==> src/rtl/tmr_pkg.sv <==
package tmr_pkg;
  localparam int CNT_W   = 64;
  localparam int ADDR_W  = 10;
  localparam int MIN_CH  = 3;

  // word indexes (byte offset / 4) of the global registers
  localparam logic [7:0] W_CAP_LO  = 8'h00;
  localparam logic [7:0] W_CAP_HI  = 8'h01;
  localparam logic [7:0] W_GCFG    = 8'h04;
  localparam logic [7:0] W_STAT    = 8'h08;
  localparam logic [7:0] W_CNT_LO  = 8'h3C;
  localparam logic [7:0] W_CNT_HI  = 8'h3D;

  localparam logic [31:0] CFG_WR_MASK  = 32'h0000_7F4E;
  localparam logic [31:0] CFG_RO_BITS  = 32'h0000_0030;
  localparam logic [31:0] CFG_HI_VALUE = 32'h0000_0004;
  localparam int          CFG_W32_BIT  = 8;
  localparam logic [1:0]  GCFG_WR_MASK = 2'b11;

  typedef enum logic [2:0] {
    F_CFG_LO = 3'd0,
    F_CFG_HI = 3'd1,
    F_CMP_LO = 3'd2,
    F_CMP_HI = 3'd3,
    F_RTE_LO = 3'd4,
    F_RTE_HI = 3'd5,
    F_GAP_A  = 3'd6,
    F_GAP_B  = 3'd7
  } chan_fld_e;

  function automatic logic [31:0] cap_low(input logic [15:0] vendor, input int nch);
    logic [4:0] cnt_m1;
    cnt_m1 = 5'(nch - 1);
    return {vendor, 1'b1, 1'b0, 1'b1, cnt_m1, 8'h01};
  endfunction
endpackage

==> src/rtl/tmr_main_counter.sv <==
module tmr_main_counter
  import tmr_pkg::*;
(
  input  logic             clk,
  input  logic             rst,
  input  logic             run,
  input  logic             tick,
  input  logic             wr_lo,
  input  logic             wr_hi,
  input  logic [31:0]      wdata,
  output logic [CNT_W-1:0] count
);
  always_ff @(posedge clk) begin
    if (rst) begin
      count <= '0;
    end else if (run) begin
      if (tick) count <= count + 1'b1;
    end else begin
      if (wr_lo) count[31:0]       <= wdata;
      if (wr_hi) count[CNT_W-1:32] <= wdata;
    end
  end
endmodule

==> src/rtl/tmr_chan_regs.sv <==
module tmr_chan_regs
  import tmr_pkg::*;
(
  input  logic        clk,
  input  logic        rst,
  input  logic        cfg_wr,
  input  logic        cmp_wr_lo,
  input  logic        cmp_wr_hi,
  input  logic        rte_wr_lo,
  input  logic        rte_wr_hi,
  input  logic [31:0] wdata,
  output logic [31:0] cfg,
  output logic [63:0] cmp,
  output logic [63:0] route
);
  logic [31:0] cfg_q;

  always_ff @(posedge clk) begin
    if (rst) begin
      cfg_q <= '0;
      cmp   <= '1;
      route <= '0;
    end else begin
      if (cfg_wr) begin
        cfg_q <= (cfg_q & ~CFG_WR_MASK) | (wdata & CFG_WR_MASK);
        if (wdata[CFG_W32_BIT]) cmp[63:32] <= '0;
      end
      if (cmp_wr_lo) cmp[31:0]    <= wdata;
      if (cmp_wr_hi) cmp[63:32]   <= wdata;
      if (rte_wr_lo) route[31:0]  <= wdata;
      if (rte_wr_hi) route[63:32] <= wdata;
    end
  end

  assign cfg = cfg_q | CFG_RO_BITS;
endmodule

==> src/rtl/tmr_glob_regs.sv <==
module tmr_glob_regs
  import tmr_pkg::*;
#(
  parameter int NCH = 3
) (
  input  logic           clk,
  input  logic           rst,
  input  logic           cfg_wr,
  input  logic           stat_wr,
  input  logic [31:0]    wdata,
  input  logic [NCH-1:0] hit,
  input  logic [NCH-1:0] armable,
  output logic           enable,
  output logic           legacy,
  output logic [NCH-1:0] status,
  output logic [NCH-1:0] arm,
  output logic [NCH-1:0] disarm
);
  logic [1:0]     next_cfg;
  logic [NCH-1:0] clr_mask;

  assign next_cfg = wdata[1:0] & GCFG_WR_MASK;
  assign clr_mask = stat_wr ? wdata[NCH-1:0] : '0;

  always_ff @(posedge clk) begin
    if (rst) begin
      enable <= 1'b0;
      legacy <= 1'b0;
      status <= '0;
      arm    <= '0;
      disarm <= '0;
    end else begin
      arm    <= '0;
      disarm <= '0;
      if (cfg_wr) begin
        enable <= next_cfg[0];
        legacy <= next_cfg[1];
        if (next_cfg[0] && !enable) arm    <= armable;
        if (!next_cfg[0] && enable) disarm <= '1;
      end
      status <= (status & ~clr_mask) | hit;
    end
  end
endmodule

==> src/rtl/tmr_regfile.sv <==
module tmr_regfile
  import tmr_pkg::*;
#(
  parameter int          NUM_CH    = 4,
  parameter int          MAX_CH    = 8,
  parameter logic [31:0] TICK_FS   = 32'd10_000_000,
  parameter logic [15:0] VENDOR_ID = 16'hB00C,
  localparam int         NCH = (NUM_CH < MIN_CH) ? MIN_CH :
                               ((NUM_CH > MAX_CH) ? MAX_CH : NUM_CH)
) (
  input  logic              clk,
  input  logic              rst,
  input  logic              reg_wr,
  input  logic              reg_rd,
  input  logic [ADDR_W-1:0] reg_addr,
  input  logic [31:0]       reg_wdata,
  output logic [31:0]       reg_rdata,
  input  logic              tick,
  input  logic [NCH-1:0]    ch_hit,
  output logic              glob_enable,
  output logic              glob_legacy,
  output logic [CNT_W-1:0]  main_count,
  output logic [NCH-1:0]    ch_arm,
  output logic [NCH-1:0]    ch_disarm,
  output logic [NCH*32-1:0] ch_cfg,
  output logic [NCH*64-1:0] ch_cmp,
  output logic [NCH*64-1:0] ch_route
);
  localparam logic [31:0] CAP_LO = cap_low(VENDOR_ID, NCH);

  // ---------------- address decode ----------------
  logic [7:0]     word;
  logic           in_chan;
  logic [4:0]     ch_idx;
  chan_fld_e      fld;
  logic           wr_gcfg, wr_stat, wr_cnt_lo, wr_cnt_hi;
  logic [NCH-1:0] status;
  logic [NCH-1:0] armable;
  logic [31:0]    rd_val;

  assign word    = reg_addr[ADDR_W-1:2];
  assign in_chan = (reg_addr[ADDR_W-1:8] != '0);
  assign ch_idx  = reg_addr[ADDR_W-1:5] - 5'd8;
  assign fld     = chan_fld_e'(reg_addr[4:2]);

  assign wr_gcfg   = reg_wr && !in_chan && (word == W_GCFG);
  assign wr_stat   = reg_wr && !in_chan && (word == W_STAT);
  assign wr_cnt_lo = reg_wr && !in_chan && (word == W_CNT_LO);
  assign wr_cnt_hi = reg_wr && !in_chan && (word == W_CNT_HI);

  // ---------------- main counter ----------------
  tmr_main_counter u_cnt (
    .clk   (clk),
    .rst   (rst),
    .run   (glob_enable),
    .tick  (tick),
    .wr_lo (wr_cnt_lo),
    .wr_hi (wr_cnt_hi),
    .wdata (reg_wdata),
    .count (main_count)
  );

  // ---------------- global control and status ----------------
  tmr_glob_regs #(.NCH(NCH)) u_glob (
    .clk     (clk),
    .rst     (rst),
    .cfg_wr  (wr_gcfg),
    .stat_wr (wr_stat),
    .wdata   (reg_wdata),
    .hit     (ch_hit),
    .armable (armable),
    .enable  (glob_enable),
    .legacy  (glob_legacy),
    .status  (status),
    .arm     (ch_arm),
    .disarm  (ch_disarm)
  );

  // ---------------- channel windows ----------------
  logic [31:0] cfg_a [NCH];
  logic [63:0] cmp_a [NCH];
  logic [63:0] rte_a [NCH];

  for (genvar n = 0; n < NCH; n++) begin : g_ch
    logic sel;
    assign sel = reg_wr && in_chan && (ch_idx == 5'(n));

    tmr_chan_regs u_regs (
      .clk       (clk),
      .rst       (rst),
      .cfg_wr    (sel && (fld == F_CFG_LO)),
      .cmp_wr_lo (sel && (fld == F_CMP_LO)),
      .cmp_wr_hi (sel && (fld == F_CMP_HI)),
      .rte_wr_lo (sel && (fld == F_RTE_LO)),
      .rte_wr_hi (sel && (fld == F_RTE_HI)),
      .wdata     (reg_wdata),
      .cfg       (cfg_a[n]),
      .cmp       (cmp_a[n]),
      .route     (rte_a[n])
    );

    assign armable[n]          = (cmp_a[n] != '1);
    assign ch_cfg[n*32 +: 32]  = cfg_a[n];
    assign ch_cmp[n*64 +: 64]  = cmp_a[n];
    assign ch_route[n*64 +: 64] = rte_a[n];
  end

  // ---------------- read mux ----------------
  always_comb begin
    rd_val = '0;
    if (in_chan) begin
      for (int n = 0; n < NCH; n++) begin
        if (ch_idx == 5'(n)) begin
          case (fld)
            F_CFG_LO: rd_val = cfg_a[n];
            F_CFG_HI: rd_val = CFG_HI_VALUE;
            F_CMP_LO: rd_val = cmp_a[n][31:0];
            F_CMP_HI: rd_val = cmp_a[n][63:32];
            F_RTE_LO: rd_val = rte_a[n][31:0];
            F_RTE_HI: rd_val = rte_a[n][63:32];
            default:  rd_val = '0;
          endcase
        end
      end
    end else begin
      case (word)
        W_CAP_LO: rd_val = CAP_LO;
        W_CAP_HI: rd_val = TICK_FS;
        W_GCFG:   rd_val = {30'd0, glob_legacy, glob_enable};
        W_STAT:   rd_val = 32'(status);
        W_CNT_LO: rd_val = main_count[31:0];
        W_CNT_HI: rd_val = main_count[63:32];
        default:  rd_val = '0;
      endcase
    end
  end

  always_ff @(posedge clk) begin
    if (rst) reg_rdata <= '0;
    else     reg_rdata <= reg_rd ? rd_val : '0;
  end
endmodule

==> config.mk <==
export PLATFORM = sky130hd
export DESIGN_NAME = tmr_regfile
export DESIGN_NICKNAME = d
export VERILOG_FILES = /design/src/rtl/tmr_pkg.sv /design/src/rtl/tmr_main_counter.sv /design/src/rtl/tmr_chan_regs.sv /design/src/rtl/tmr_glob_regs.sv /design/src/rtl/tmr_regfile.sv
export SDC_FILE = /design/constraint.sdc
export NUM_CORES = 2
export LEC_CHECK = 0
export ABC_AREA = 1
export BUFFER_PORTS_ARGS = -buffer_cell sky130_fd_sc_hd__buf_2
export CAP_MARGIN = 20
export CORE_AREA = 3 3 309 311
export CTS_CLUSTER_SIZE = 16
export DETAILED_ROUTE_END_ITERATION = 10
export DIE_AREA = 0 0 312 314
export GPL_TIMING_DRIVEN = 0
export PLACE_DENSITY = 0.65
export SKIP_LAST_GASP = 1
export SLEW_MARGIN = 20
export SYNTH_ARGS = -nofsm -noshare
export SYNTH_HDL_FRONTEND = slang
export SYNTH_HIERARCHICAL = 1
export SYNTH_SLANG_ARGS = --single-unit
==> constraint.sdc <==
create_clock -name clk -period 2.88 [get_ports clk]
set_input_delay 0.432 -clock clk [delete_from_list [all_inputs] [get_ports clk]]
set_output_delay 0.432 -clock clk [all_outputs]
set_load 0.05 [all_outputs]
==> results.txt <==
asr flop ratio synth: 0%
Worst IR Drop VDD: 0.4250 mV
worst setup margin: -0.04710 ns
DP Worst Slack: -0.5569 ns
Synth area leader: dfxtp_1
clock buffer depth: 3
fill cell count: 10120
sequential element share of the synthesized area: 38.02%
Buffers on Ports: 708
dpl hpwl: 170300 um
total number of yosys warnings: 6
GR Util All Layers: 43.87%
synthesized flop and latch total: 663
I/O Pins: 797
Distinct cells, synth: 42
Vias/cell: 5.794
TritonCTS clock tree: done
syn_area_per_cell: 6.287 um^2
FF-to-FF Start: g_ch[1].u_regs/cmp[26]
initial antenna violation count: 26
pins over their slew limit: 0
Initial Utilization: 37.52%
HP Class: in2reg
top-count cell post-synth: nand2_1
Power Dens Cells: 513.0 nW/um^2
Data arrival, critical path: 3.49 ns
Die X: 312 um
Worst-Margin Slew: 1.265 ns
Crit Path Max Fanout: 10
RePlAce Congestion: 1.028
first-pass GRT wire length: 305800 um
crit path kind: in2reg
latest clock arrival within the worst-skew pair: 0.66 ns
Commonest cells post-synth: nand2_1 (1749), nor2_1 (1034), dfxtp_1 (663), nand3_1 (551), a21oi_1 (324)
Final Hold Fails: 0
reg2reg end: u_glob/arm[1]
CTS buffer count: 77
area share of the largest cell type after synthesis: 38.02%
WL final: 226800 um
max_cap viols: 0
DRT antenna net count: 0
die area: 97970 um^2
Residual DRC: 0
GR Overflow Total: 0
reg2reg setup slack: 0.42 ns
P_leak: 21.83 nW
DR WL/cell: 29.28 um
Sink Count: 663
Root Driver: clkbuf_16
placed cell count: 7591
required time of the critical path: 3.45 ns
synth top area cells: dfxtp_1 (38%), nand2_1 (19%), nor2_1 (11%)
critical hold path startpoint: ch_hit[0]
Rel. slew slack: 15.66%
Layout Area Growth over Synthesis: 23.00%
startpoint types: input port
Post-synth EDFFs: 0
Core ar.: 93050 um^2
largest net degree at the start of global routing: 21
Peak Freq: 341.6 MHz
RSZ-0062 raised after global routing: false
Worst-path clk slew: 0.06 ns
final setup violation count: 6
failing checks: setup timing
# H-tree levels: 3
Setup Skew: 0.02905 ns
Die Y: 314 um
status: complete, but fails checks
vias in the first global route: 39250
drt first-iter violations: 7336
Setup crit end kind: flop
via count: 44870
share of layout cells above drive strength 1: 19.98%
Nets: 6469
Pre-antenna DRT Iters: 8
FF-to-FF path depth: 5
post-synthesis cell area: 34910 um^2
minimum clock period: 2.927 ns
non-filler cells in the finished layout: 7744
WHS Endpoint: u_glob/status[0]
hold path depth: 3
Synth Instances: 5553
cell row count: 112
Most used DFF post-synth: dfxtp_1
Final Cycle Share: 101.6%
-- sequential cells by signal, summed over array words and instances, names as in the netlist --
| name | cells |
|---|---|
| g_ch.u_regs/cmp | 256 |
| g_ch.u_regs/route | 256 |
| u_cnt/count | 64 |
| g_ch.u_regs/cfg_q | 44 |
| reg_rdata | 32 |
| u_glob/arm | 4 |
| u_glob/status | 4 |
| u_glob/disarm | 1 |
| u_glob/enable | 1 |
| u_glob/legacy | 1 |
-- layer usage --
layer	vias to the layer above	GRT usage, %	wire (um)
met4	10	29.54	18160
met3	829	14.30	33100
met1	20880	54.95	82100
li1	19320	-	-
met5	-	0.6423	132
met2	3830	64.07	93280
-- how the worst max path moves through the flow --
| stage | startpoint | to | depth (start not counted) |
|---|---|---|---|
| 2_1_floorplan | reg_addr[8] | g_ch[3].u_regs/route[24] | 12 |
| 3_3_place_gp | reg_addr[9] | g_ch[3].u_regs/route[23] | 13 |
| 3_5_place_dp | reg_addr[9] | g_ch[3].u_regs/route[23] | 13 |
| 4_1_cts | reg_addr[9] | g_ch[3].u_regs/route[23] | 13 |
| 5_1_grt | reg_addr[3] | u_glob/arm[0] | 9 |
| 6_report | reg_addr[3] | u_glob/arm[0] | 9 |
-- per-stage QoR --
step | util [%] | hold WS, ns | cell area (um^2) | power (mW) | setup TNS (ns)
finish | 46.15 | 0.04082 | 42940 | 22.03 | -0.1935
global route | 46.10 | 0.04322 | 42900 | 22.35 | 0
CTS | 46.09 | 0.01207 | 42880 | 21.83 | 0
detailed placement | 43.32 | 0.4544 | 40310 | 11.66 | -103.61
global placement | 43.32 | 0.4532 | 40310 | 11.65 | -105.75
floorplan | - | 0.4366 | 35200 | 10.70 | 0
-- report_power, final --
part	leakage, nW	internal [mW]	total (mW)	switching [mW]
logic	15.2	0.485	2.42	1.93
registers	5.35	9.19	9.23	0.0341
clock network	1.26	6.00	10.4	4.38
total	21.8	15.7	22.0	6.35
-- placed cells by master, fill, tap and decap left out, drive strengths merged, types with 17 or more instances in the layout --
| cell type | instances |
|---|---|
| conb | 84 |
| diode | 19 |
| dfxtp | 663 |
| a21oi | 326 |
| nand3 | 555 |
| o21ai | 159 |
| inv | 308 |
| nor2 | 1055 |
| nor4 | 17 |
| nand2 | 1769 |
| a31oi | 20 |
| nand4 | 172 |
| buf | 1104 |
| o21bai | 29 |
| clkbuf | 149 |
-- layout make-up --
class	instances	area, um^2	share of cell area [%]
timing repair buffer	708	3543	8.252
inverter	303	1162	2.707
clock buffer	104	2201	5.125
antenna	19	47.55	0.1107
clock inverter	30	374.1	0.8712
sequential	663	13270	30.91
buffer	441	2545	5.927
multi-input combinational	4222	18230	42.44
tap	1254	1569	3.654
-- cells by family after synthesis --
group | count (synthesis) | synth area share, %
AO/OA/AOI/OAI | 547 | 8.261
AND/OR/NAND/NOR | 3583 | 42.80
XOR/XNOR | 6 | 0.1505
other | 8 | 0.08602
buffers and inverters | 744 | 10.61
flip-flops | 663 | 38.02
adder cells (fa/ha/maj) | 2 | 0.07167
-- worst max-delay path, cell delays in order --
cell and delay (ns):
buf_4 0.15, inv_2 0.19, nand2_1 0.13, nor2_4 0.27, buf_2 0.47, nand3_1 0.35
nor2_1 0.40, nand3_2 0.79, nor2_1 0.30
-- timing repair --
action                                  CTS  global route
endpoints found under the setup margin    0            91
hold buffers                              0             0
gates resized for setup                   0             7
setup buffers                             0             0
(Power assumes the default switching activity.)
